<file path="src/rtl/fc_pkg.sv">
package fc_pkg;
    localparam int MODE_W = 4;
    localparam logic [MODE_W-1:0] MODE_HANDSHAKE = 4'h2;

    typedef struct packed {
        logic rx_on;
        logic buf_full;
    } rx_state_t;

    typedef struct packed {
        logic change;
    } stat_state_t;
endpackage

</file>
<file path="src/rtl/fc_cts_sync.sv">
module fc_cts_sync #(
    parameter int STAGES = 2
) (
    input  logic clk,
    input  logic rst_n,
    input  logic cts_i,
    output logic level_o,
    output logic edge_o
);
    localparam int LAST = STAGES - 1;

    typedef struct packed {
        logic [LAST:0] chain;
        logic          prev;
    } sync_t;

    sync_t s_d, s_q;

    always_comb begin
        s_d = s_q;
        s_d.chain[0] = cts_i;
        for (int i = 1; i < STAGES; i++) begin
            s_d.chain[i] = s_q.chain[i-1];
        end
        s_d.prev = s_q.chain[LAST];
    end

    always_ff @(posedge clk or negedge rst_n) begin
        if (!rst_n) s_q <= '0;
        else        s_q <= s_d;
    end

    assign level_o = s_q.chain[LAST];
    assign edge_o  = s_q.chain[LAST] ^ s_q.prev;
endmodule

</file>
<file path="src/rtl/fc_rx_ctrl.sv">
module fc_rx_ctrl
    import fc_pkg::*;
(
    input  logic clk,
    input  logic rst_n,
    input  logic hs_mode_i,
    input  logic en_cmd_i,
    input  logic dis_cmd_i,
    input  logic buf_full_i,
    input  logic rearm_i,
    output logic rx_on_o,
    output logic buf_full_o,
    output logic rts_o
);
    rx_state_t r_d, r_q;

    always_comb begin
        r_d = r_q;
        if (dis_cmd_i)     r_d.rx_on = 1'b0;
        else if (en_cmd_i) r_d.rx_on = 1'b1;
        if (buf_full_i)    r_d.buf_full = 1'b1;
        else if (rearm_i)  r_d.buf_full = 1'b0;
    end

    always_ff @(posedge clk or negedge rst_n) begin
        if (!rst_n) r_q <= '0;
        else        r_q <= r_d;
    end

    assign rx_on_o    = r_q.rx_on;
    assign buf_full_o = r_q.buf_full;
    assign rts_o      = hs_mode_i & (~r_q.rx_on | r_q.buf_full);
endmodule

</file>
<file path="src/rtl/fc_cts_status.sv">
module fc_cts_status
    import fc_pkg::*;
(
    input  logic clk,
    input  logic rst_n,
    input  logic edge_i,
    input  logic rd_i,
    input  logic ie_i,
    output logic flag_o,
    output logic irq_o
);
    stat_state_t st_d, st_q;

    always_comb begin
        st_d = st_q;
        if (edge_i)    st_d.change = 1'b1;
        else if (rd_i) st_d.change = 1'b0;
    end

    always_ff @(posedge clk or negedge rst_n) begin
        if (!rst_n) st_q <= '0;
        else        st_q <= st_d;
    end

    assign flag_o = st_q.change;
    assign irq_o  = st_q.change & ie_i;
endmodule

</file>
<file path="src/rtl/fc_tx_gate.sv">
module fc_tx_gate (
    input  logic hs_mode_i,
    input  logic cts_level_i,
    input  logic req_i,
    input  logic busy_i,
    output logic start_o
);
    logic hold;

    always_comb begin
        hold    = hs_mode_i & cts_level_i;
        start_o = req_i & ~busy_i & ~hold;
    end
endmodule

</file>
<file path="src/rtl/uart_flow_ctrl.sv">
module uart_flow_ctrl
    import fc_pkg::*;
#(
    parameter int SYNC_STAGES = 2
) (
    input  logic              clk,
    input  logic              rst_n,
    input  logic [MODE_W-1:0] mode_i,
    input  logic              rx_en_cmd_i,
    input  logic              rx_dis_cmd_i,
    input  logic              dma_buf_full_i,
    input  logic              buf_rearm_i,
    output logic              rts_o,
    output logic              rxbuff_o,
    input  logic              cts_i,
    input  logic              tx_req_i,
    input  logic              tx_busy_i,
    output logic              tx_start_o,
    input  logic              stat_rd_i,
    input  logic              ctsic_ie_i,
    output logic              ctsic_o,
    output logic              irq_o
);
    logic hs_mode;
    logic cts_level;
    logic cts_edge;
    logic rx_on;

    assign hs_mode = (mode_i == MODE_HANDSHAKE);

    fc_cts_sync #(.STAGES(SYNC_STAGES)) i_sync (
        .clk(clk), .rst_n(rst_n), .cts_i(cts_i),
        .level_o(cts_level), .edge_o(cts_edge)
    );

    fc_rx_ctrl i_rx (
        .clk(clk), .rst_n(rst_n), .hs_mode_i(hs_mode),
        .en_cmd_i(rx_en_cmd_i), .dis_cmd_i(rx_dis_cmd_i),
        .buf_full_i(dma_buf_full_i), .rearm_i(buf_rearm_i),
        .rx_on_o(rx_on), .buf_full_o(rxbuff_o), .rts_o(rts_o)
    );

    fc_cts_status i_stat (
        .clk(clk), .rst_n(rst_n), .edge_i(cts_edge), .rd_i(stat_rd_i),
        .ie_i(ctsic_ie_i), .flag_o(ctsic_o), .irq_o(irq_o)
    );

    fc_tx_gate i_gate (
        .hs_mode_i(hs_mode), .cts_level_i(cts_level),
        .req_i(tx_req_i), .busy_i(tx_busy_i), .start_o(tx_start_o)
    );
endmodule

</file>
<file path="config.mk">
export PLATFORM = sky130hd
export DESIGN_NAME = uart_flow_ctrl
export DESIGN_NICKNAME = d
export VERILOG_FILES = /design/src/rtl/fc_pkg.sv /design/src/rtl/fc_cts_sync.sv /design/src/rtl/fc_rx_ctrl.sv /design/src/rtl/fc_cts_status.sv /design/src/rtl/fc_tx_gate.sv /design/src/rtl/uart_flow_ctrl.sv
export SDC_FILE = /design/constraint.sdc
export NUM_CORES = 1
export LEC_CHECK = 0
export BUFFER_PORTS_ARGS = -buffer_cell sky130_fd_sc_hd__buf_2
export CORE_AREA = 8 8 45 47
export CTS_CLUSTER_DIAMETER = 30
export CTS_CLUSTER_SIZE = 20
export DETAILED_ROUTE_END_ITERATION = 8
export DIE_AREA = 0 0 53 55
export PLACE_DENSITY = 0.46
export SYNTH_ARGS = -nofsm -noshare
export SYNTH_HDL_FRONTEND = slang
export SYNTH_HIERARCHICAL = 1
export SYNTH_SLANG_ARGS = --single-unit
</file>
<file path="constraint.sdc">
create_clock -name clk -period 2.6 [get_ports clk]
set_clock_uncertainty 0.2 [all_clocks]
set_input_delay 0.26 -clock clk [delete_from_list [all_inputs] [get_ports clk]]
set_output_delay 0.26 -clock clk [all_outputs]
set_load 0.03 [all_outputs]
</file>
==> results.md <==
- Status: finished, final reports clean
- Vias in the first global route: 242
- Crit-path cells: buf_2, nor4b_2, a21boi_2, buf_2
- Fin crit share: 60.2%
- Finished Layout Cells: 61
- Clk_lat worst skew: 0.24 ns
- Area grow syn2layout: 77.7%
- RD Place Congestion: 0.652
- # clock sinks: 6
- H-tree levels: 1
- Post-synthesis register bit count: 6
- RSZ-0062 raised after global routing: false
- Max Clock Freq: 638 MHz
- Worst path slowest cell: nor4b_2
- Die Y-Extent: 55 um
- Global-route wire length before repair: 1040 um
- Synth cell count leaders: dfrtp_1 (6), inv_1 (2), nor2_1 (2)
- Clk slew on worst S/H paths: 0.04 ns
- Layout cells sized above 1: 60.0%
- Clock Power Share: 36.1%
- Area contributors post-synth: dfrtp_1 (62%), nor4b_2 (6.2%), a211oi_2 (5.2%)
- Total GRT Usage: 5.44%
- Static leakage: 0.000224 uW
- Ys async rst share: 100%
- Startpoint Class: input port
- Yosys top cell area share: 62.2%
- Least-Margin Pin Slew: 0.296 ns
- DRT iter0 DRCs: 0
- Final count of pins violating max slew: 0
- Combinational power share: 19.1%
- Synthesized cell area: 241 um^2
- CTS Buf Count: 3
- Initial antenna violation count: 0
- Initial Utilization: 17.5%
- Global route overflow: 0
- DP Area: 357 um^2
- HPWL Detailed: 510 um
- Seq/Total Area, Yosys: 62.2%
- DRC violations left: 0
- Wire per inst: 10.9 um
- Synthesized Nets: 33
- Switching part of the total: 25.2%
- Net switching power: 58.6 uW
- Maxcap violations: 0
- Max incr delay on CP: 0.34 ns
- Internal power: 174 uW
- Most frequent cell on the critical path: buf_2
- Crit path buffers/inverters: 2
- Die Footprint: 2920 um^2
- Core area: 1380 um^2
- I/O pin count: 20
- Reg power frac: 44.8%
- Vias/cell: 3.66
- Total Wirelength: 663 um
- Placed Cells: 53
- Number of synthesized flops with an enable pin: 0
- Design Area, Final: 429 um^2
- Total Neg Setup Slack: 0 ns
- Post-synth top area cell: dfrtp_1
- Critical Path Fanout Max: 2
- Synth Flop Type: dfrtp_1
- Pin count of the biggest net entering global routing: 7
- IO buf count: 19
- Hold violation count in the final report: 0
- TritonCTS clock tree: yes
- Pre-antenna DRT Iters: 1
- Final setup viols: 0
- Setup CP Type: in2out
- DIE WIDTH: 53 um
- Critical path endpoint category: output port
- Synth cell types: 11
- Max rail drop VDD: 0.315 mV
- Top-count cell post-synth: dfrtp_1
- Worst EP required: 2.14 ns
- Post-synthesis cell count: 18
- Inserted Diodes: 0
- Clock Root Buffer: clkbuf_4
- DRT antenna net count: 0
- Num rows: 14
- Setup bufs post-CTS: 0
- CP arrival: 1.11 ns
- Crit path max-delay family: simple AND/OR/NAND/NOR gates
- Hold Crit Class: in2reg
- Ys Warns: 6
- Final min period: 1.57 ns
- Bufs on Longest Clock Path: 2
- Via count: 223
- Final nets: 62
- PwrDens: 541 nW/um^2
- Syn_area_per_cell: 13.4 um^2
- WHS: 0.0424 ns
- Slew headroom: 80.2%
[power groups by stage]
stage	logic [uW]	registers [uW]	clock network [uW]
floorplan	14.7	111	0
global placement	39.2	105	0
detailed placement	39.2	105	0
CTS	44.0	104	90.3
global route	48.2	105	100
finish	44.4	104	83.8
[routing by layer]
metal  track usage [%]  wire (um)  vias up  share of wire [%]
met3              5.88        113        2                 17
li1                  -          -      117                  -
met1              4.47        228       90                 34
met2              7.62        314       14                 47
met5                 0          0        -                  0
met4              3.88          8        0                1.2
[registers in the layout, indices dropped and copies added (netlist names)]
signal / count
i_rx/buf_full_o: 1
i_sync/s_q: 1
i_stat/flag_o: 1
i_sync/level_o: 1
i_rx/rx_on_o: 1
i_sync/s_d: 1
[cell usage in the layout (no fill, tap or decap)]
cell / count
nor4b_2: 1
inv_2: 1
xor2_1: 1
buf_2: 19
o21bai_2: 1
dlygate4sd3_1: 5
inv_1: 2
a211oi_2: 1
a21o_1: 1
nor2_1: 2
clkbuf_4: 3
and2_1: 1
dfrtp_1: 6
a21boi_2: 1
[per-stage QoR]
stage          power (uW)  util, %  worst slack, ns
2_1_floorplan         125        -             1.18
3_3_place_gp          145     25.8             1.06
3_5_place_dp          145     25.8             1.02
4_1_cts               238     30.3             1.01
5_1_grt               253     31.0            0.972
6_report              232     31.0             1.03
[final cells by class]
class / instances / area (um^2)
multi-input cells: 9 / 80.1
fillers: 144 / 955
clock buffers: 3 / 22.5
repair buffers: 24 / 145
well taps: 16 / 20.0
flip-flops and latches: 6 / 150
inverters: 3 / 11.3
[repair_timing]
item | in CTS | in global routing
hold buffers | 4 | 1
resized for setup | 0 | 0
endpoints found under the hold margin | 9 | 1
[tightest hold or removal path, stage by stage]
cell and delay [ns]:
buf_2 0.07, nor2_1 0.03, nor2_1 0.07
[cell families (layout without fill, tap and decap cells)]
family / after synthesis / in the layout / share of synthesized area [%]
AND/OR/NAND/NOR: 4 / 4 / 11.9
flip-flops: 6 / 6 / 62.2
AO/OA/AOI/OAI: 4 / 4 / 17.6
buffers and inverters: 3 / 30 / 4.66
XOR/XNOR: 1 / 1 / 3.63
[path summary, 6_finish.rpt]
path / startpoint / to / slack (ns) / depth (start not counted)
max in group asynchronous: rst_n / i_rx/rx_on_o / 1.88 / 2
max reg2reg: i_sync/level_o / i_stat/flag_o / 1.58 / 2
min: rx_en_cmd_i / i_rx/rx_on_o / 0.04 / 3
min in group asynchronous: rst_n / i_stat/flag_o / 0.17 / 2
min reg2reg: i_sync/s_d[2] / i_sync/level_o / 0.14 / 0
max: mode_i[0] / rts_o / 1.03 / 4
Note: power is estimated with default switching activity, not from simulation.
